File: config.mk
export PLATFORM = sky130hd
export DESIGN_NAME = otp_write_ctrl
export DESIGN_NICKNAME = d
export VERILOG_FILES = /design/src/rtl/otp_pkg.sv /design/src/rtl/otp_crc8.sv /design/src/rtl/otp_byte_array.sv /design/src/rtl/otp_seq.sv /design/src/rtl/otp_write_ctrl.sv
export SDC_FILE = /design/constraint.sdc
export NUM_CORES = 1
export LEC_CHECK = 0
export CORE_UTILIZATION = 55
export CTS_BUF_LIST = sky130_fd_sc_hd__clkbuf_8
export CTS_CLUSTER_DIAMETER = 120
export DETAILED_ROUTE_END_ITERATION = 10
export DONT_BUFFER_PORTS = 1
export PLACE_DENSITY_LB_ADDON = 0.08
export SLEW_MARGIN = 20
export SYNTH_ARGS = -nofsm -noshare
export SYNTH_HDL_FRONTEND = slang
export SYNTH_SLANG_ARGS = --single-unit
export TNS_END_PERCENT = 1
File: constraint.sdc
create_clock -name clk -period 5.7 [get_ports clk]
set_input_delay 0 -clock clk [delete_from_list [all_inputs] [get_ports clk]]
set_output_delay 0 -clock clk [all_outputs]
set_load 0.03 [all_outputs]
File: src/rtl/otp_pkg.sv
package otp_pkg;
  typedef enum logic [2:0] {
    ST_CMD,
    ST_ADDR_LO,
    ST_ADDR_HI,
    ST_DATA,
    ST_CRC,
    ST_PULSE,
    ST_VERIFY,
    ST_DONE
  } otp_state_e;

  localparam logic [7:0] OPC_WRITE   = 8'h0F;
  localparam logic [7:0] CRC_POLY_RF = 8'h8C;
  localparam logic [7:0] IDLE_BYTE   = 8'hFF;
endpackage

File: src/rtl/otp_crc8.sv
module otp_crc8 #(
  parameter int N_BYTES = 4
) (
  input  logic [N_BYTES*8-1:0] bytes_in,
  output logic [7:0]           crc_out
);
  import otp_pkg::*;
  localparam int N_BITS = N_BYTES * 8;

  logic [N_BITS:0][7:0] chain;
  assign chain[0] = 8'h00;

  // one LFSR step per bit, byte 0 first, each byte LSB first
  for (genvar i = 0; i < N_BITS; i++) begin : g_bit
    logic fb;
    assign fb = chain[i][0] ^ bytes_in[i];
    assign chain[i+1] = {1'b0, chain[i][7:1]} ^ (fb ? CRC_POLY_RF : 8'h00);
  end

  assign crc_out = chain[N_BITS];
endmodule

File: src/rtl/otp_byte_array.sv
module otp_byte_array #(
  parameter int ADDR_W = 7,
  parameter int DATA_W = 8
) (
  input  logic              clk,
  input  logic              we,
  input  logic [ADDR_W-1:0] addr,
  input  logic [DATA_W-1:0] wdata,
  output logic [DATA_W-1:0] rdata
);
  localparam int DEPTH = 1 << ADDR_W;

  logic [DATA_W-1:0] mem [DEPTH];

  // erased state of the cells is all ones
  initial begin
    for (int i = 0; i < DEPTH; i++) mem[i] = '1;
  end

  // read-first single-port RAM
  always_ff @(posedge clk) begin
    rdata <= mem[addr];
    if (we) mem[addr] <= wdata;
  end
endmodule

File: src/rtl/otp_seq.sv
module otp_seq #(
  parameter int ADDR_W    = 7,
  parameter int PAGE_BITS = 2
) (
  input  logic              clk,
  input  logic              rst,
  input  logic              bus_reset,
  input  logic              rx_valid,
  input  logic [7:0]        rx_byte,
  input  logic              tx_req,
  input  logic              prog_pulse,
  input  logic [7:0]        status_wp,
  input  logic [7:0]        rd_data,
  input  logic [7:0]        crc_val,
  output logic [15:0]       eff_addr,
  output logic [7:0]        data_byte,
  output logic              we,
  output logic [7:0]        wdata,
  output otp_pkg::otp_state_e state,
  output logic              tx_valid,
  output logic [7:0]        tx_byte
);
  import otp_pkg::*;
  localparam logic [15:0] ADDR_MASK = 16'((1 << ADDR_W) - 1);

  logic [7:0] al_q, ah_q, data_q, verify_q;
  logic [PAGE_BITS-1:0] page;
  logic       protect;

  // folding clears every bit above the valid range
  assign eff_addr  = {ah_q, al_q} & ADDR_MASK;
  assign data_byte = data_q;
  assign page      = eff_addr[ADDR_W-1 -: PAGE_BITS];
  assign protect   = ~status_wp[page];
  assign wdata     = rd_data & data_q;
  assign we        = (state == ST_PULSE) && prog_pulse && !bus_reset && !protect;

  always_ff @(posedge clk) begin
    if (rst || bus_reset) begin
      state <= ST_CMD;
    end else begin
      case (state)
        ST_CMD:     if (rx_valid) state <= (rx_byte == OPC_WRITE) ? ST_ADDR_LO : ST_DONE;
        ST_ADDR_LO: if (rx_valid) state <= ST_ADDR_HI;
        ST_ADDR_HI: if (rx_valid) state <= ST_DATA;
        ST_DATA:    if (rx_valid) state <= ST_CRC;
        ST_CRC:     if (tx_req)   state <= ST_PULSE;
        ST_PULSE:   if (prog_pulse) state <= ST_VERIFY;
        ST_VERIFY:  if (tx_req)   state <= ST_DONE;
        default:    state <= state;
      endcase
    end
  end

  always_ff @(posedge clk) begin
    if (rst) begin
      al_q     <= '0;
      ah_q     <= '0;
      data_q   <= '1;
      verify_q <= '1;
    end else begin
      if (rx_valid && state == ST_ADDR_LO) al_q   <= rx_byte;
      if (rx_valid && state == ST_ADDR_HI) ah_q   <= rx_byte;
      if (rx_valid && state == ST_DATA)    data_q <= rx_byte;
      if (state == ST_PULSE && prog_pulse && !bus_reset)
        verify_q <= protect ? rd_data : wdata;
    end
  end

  always_ff @(posedge clk) begin
    if (rst) begin
      tx_valid <= 1'b0;
      tx_byte  <= IDLE_BYTE;
    end else begin
      tx_valid <= tx_req;
      if (tx_req) begin
        case (state)
          ST_CRC:    tx_byte <= crc_val;
          ST_VERIFY: tx_byte <= verify_q;
          default:   tx_byte <= IDLE_BYTE;
        endcase
      end
    end
  end
endmodule

File: src/rtl/otp_write_ctrl.sv
module otp_write_ctrl #(
  parameter int ADDR_W    = 7,
  parameter int PAGE_BITS = 2
) (
  input  logic       clk,
  input  logic       rst,
  input  logic       bus_reset,
  input  logic       rx_valid,
  input  logic [7:0] rx_byte,
  input  logic       tx_req,
  input  logic       prog_pulse,
  input  logic [7:0] status_wp,
  output logic       tx_valid,
  output logic [7:0] tx_byte
);
  import otp_pkg::*;
  localparam int FRAME_BYTES = 4;

  logic [15:0]        eff_addr;
  logic [7:0]         data_byte, rd_data, wdata, crc_val;
  logic               mem_we;
  otp_state_e         st;

  otp_seq #(.ADDR_W(ADDR_W), .PAGE_BITS(PAGE_BITS)) u_seq (
    .clk(clk), .rst(rst), .bus_reset(bus_reset),
    .rx_valid(rx_valid), .rx_byte(rx_byte), .tx_req(tx_req),
    .prog_pulse(prog_pulse), .status_wp(status_wp),
    .rd_data(rd_data), .crc_val(crc_val),
    .eff_addr(eff_addr), .data_byte(data_byte),
    .we(mem_we), .wdata(wdata), .state(st),
    .tx_valid(tx_valid), .tx_byte(tx_byte)
  );

  otp_crc8 #(.N_BYTES(FRAME_BYTES)) u_crc (
    .bytes_in({data_byte, eff_addr[15:8], eff_addr[7:0], OPC_WRITE}),
    .crc_out(crc_val)
  );

  otp_byte_array #(.ADDR_W(ADDR_W), .DATA_W(8)) u_mem (
    .clk(clk), .we(mem_we), .addr(eff_addr[ADDR_W-1:0]),
    .wdata(wdata), .rdata(rd_data)
  );
endmodule

==> flow_summary.toml <==
[yosys]
postSynthAreaPerCell_um2 = 22.7
synth_edf_count = 1024
syn-cell-area_um2 = 41400
ys_async_sr_fraction_pct = 0
synth_cell_types = 40
synthCells = 1826
ys.flop_type = "edfxtp_1"
yosysSeqAreaShare_pct = 76.3
synth_nets = 1852
ys_seq_elements = 1067
ys_warn_count = 0

[finish]
regArea_um2 = 31600
fillCellCount = 5057
area_growth_pct = 11.4
layout-drive-gt1-share_pct = 29.0
multi_input_area_um2 = 9400
nets = 1996
fin_area_um2 = 46100
fin_util_pct = 62.0

[timing]
setup_violations = 0
hold_viol_final = 0
period_share_pct = 69.7
fmax_mhz = 252
fin_setup_tns_ns = 0
fin_crit_ns = 3.97
max_slew.worst_pin.slew_ns = 1.01
fin_skew_ns = 0.0349
rsz0062_at_grt = "false"
slew_headroom_pct = 32.4
slew_violations = 0

[place]
portBuffers = 0
dp_hpwl_mm = 51.7
dpl_cell_area_um2 = 42600
gp_congestion = 0.820

[detailed_routing]
ant_nets = 0
num_vias = 19086
drc = 0
dr.pass1.iters = 5
avgRoutedWirePerCell_um = 29.6
routed_via_density = 6.22
drtIter0Drc = 1762
drt-total-wl_mm = 90.9

[cts]
clock_sinks = 1067
clkTransAtPathRegs_ns = 0.06
cts_tree = "done"
cts_max_path_buffers = 3
cts_setup_buffers = 0
cts_made_buffers = 171
cts-root-buf = "clkbuf_8"
cts_resized = 0
cts_htree_levels = 4
clock_latency_ns = 0.81
hold_buffers = 38

[die]
die_y_um = 276
io_pins = 31
die_w_um = 276
initial_core_util_pct = 55.6
dieArea_um2 = 76400
core_um2 = 74400
rows = 100

[grt]
grt_usage_pct = 24.5
grt_max_degree = 109
grt_pass1_vias = 19643
overflow = 0
grt_pass1_wl_mm = 134
antenna_found_initial = 4

[outcome]
status = "complete, no violations"

[critical_path]
max_stage_delay_ns = 0.94
r2r_slack_ns = 1.73
startpoint_type = "flop"
crit_family = "simple AND/OR/NAND/NOR gates"
end_kind = "flop"
crit_arrival_ns = 4.38
crit_chain = "nand3b_1 > or3_1 > nor3_1 > nand2_2 > nor2_1"
crit_required_ns = 6.11
critical_path_class = "reg -> reg"
path_max_fanout = 16
critPathSlowestCell = "nor2_1"
critical_path_buf_inv_count = 0

[flow_run]
drv_cap = 0

[power]
p_leak_nw = 13.9
power_density_nw_per_um2 = 331
ir_drop_mv = 0.201

[hold_path]
hp-class = "in -> reg"
## worst register-to-register path: cells and delay by family (launching register included)
| family | cells | cell delay [ns] |
|---|---|---|
| flops | 1 | 0.44 |
| simple gates | 5 | 3.14 |
## power by group
group | switching, mW | internal (mW)
Combinational | 0.365 | 0.183
Sequential | 0.0303 | 8.69
Clock | 2.91 | 3.10
## stage by stage
step	hold slack, ns	setup WS, ns	power (mW)	cells
2_1_floorplan	0.0728	2.84	9.20	1826
3_3_place_gp	0.0693	1.94	9.38	2726
3_5_place_dp	0.0682	1.80	9.41	2726
4_1_cts	0.0144	1.74	15.4	3065
5_1_grt	0.134	1.60	15.8	3069
6_report	0.137	1.73	15.3	3069
## final timing paths
check,endpoint,cells past startpoint,start
setup / recovery,u_mem.mem[91][2]$_DFFE_PP_,5,u_seq.state[1]$_SDFFE_PP0P_
hold / removal,u_seq.verify_q[7]$_SDFFE_PP1P_,4,bus_reset
setup reg to reg,u_mem.mem[91][2]$_DFFE_PP_,5,u_seq.state[1]$_SDFFE_PP0P_
hold reg to reg,u_seq.verify_q[4]$_SDFFE_PP1P_,2,u_seq.verify_q[4]$_SDFFE_PP1P_
## cell usage after synthesis (all sizes together) (2+ instances only)
cell	instances	area (µm²)
edfxtp	1024	30700
mux4	336	7570
nor2	152	571
clkbuf	65	244
dfxtp	43	861
buf	35	176
nand2	25	93.8
xnor2	15	131
o21ai	14	70.1
nor2b	13	81.3
a21oi	10	50.1
mux2i	10	100
and2	9	56.3
mux2	9	101
a211o	8	70.1
nor3	7	35.0
xor2	7	61.3
nand3	6	30.0
a221oi	5	43.8
inv	5	18.8
xnor3	5	113
ha	4	50.1
o211ai	3	22.5
a2111oi	2	17.5
a31oi	2	12.5
or2	2	12.5
## sequential cells by signal, indices dropped and copies added (netlist names)
| name | count |
|---|---|
| u_mem.mem | 1024 |
| u_mem.rdata | 8 |
| u_seq.al_q | 7 |
| u_seq.data_byte | 8 |
| u_seq.state | 3 |
| u_seq.tx_byte | 8 |
| u_seq.tx_valid | 1 |
| u_seq.verify_q | 8 |
## layout by cell type (no fill, tap or decap), drive strengths merged, types with 6 or more instances in the layout
| cell type | count |
|---|---|
| nand3 | 6 |
| xor2 | 7 |
| buf | 33 |
| a21oi | 10 |
| mux2i | 10 |
| nand2 | 25 |
| nor3 | 7 |
| a211o | 8 |
| o21ai | 14 |
| and2 | 9 |
| xnor2 | 15 |
| dlygate4sd3 | 38 |
| clkinv | 56 |
| nor2b | 13 |
| nor2 | 152 |
| edfxtp | 1024 |
| inv | 62 |
| clkbuf | 180 |
| dfxtp | 43 |
| mux2 | 9 |
| mux4 | 336 |
## routing by layer
layer | GRT usage [%] | up-vias | wire [µm]
met4 | 7.06 | 2 | 1820
met2 | 38.7 | 666 | 45000
met3 | 4.66 | 132 | 5840
met5 | 0 | - | 13
met1 | 35.4 | 10279 | 38200
li1 | - | 8007 | -
## layout make-up
type	instances	share of cell area [%]
multi-input combinational	654	20.4
timing repair buffer	71	1.66
tap	969	2.63
inverter	5	0.0407
sequential	1067	68.5
antenna	2	0.0108
clock buffer	180	5.37
clock inverter	121	1.39
## kinds of logic after synthesis
| logic type | count (synthesis) | synth area share (%) |
|---|---|---|
| flops | 1067 | 76.3 |
| mux | 355 | 18.8 |
| simple gates | 220 | 2.23 |
| buf+inv | 105 | 1.06 |
| compound gates | 48 | 0.770 |
| xor+xnor | 27 | 0.737 |
| fa+ha+maj | 4 | 0.121 |
(Power assumes the default switching activity.)
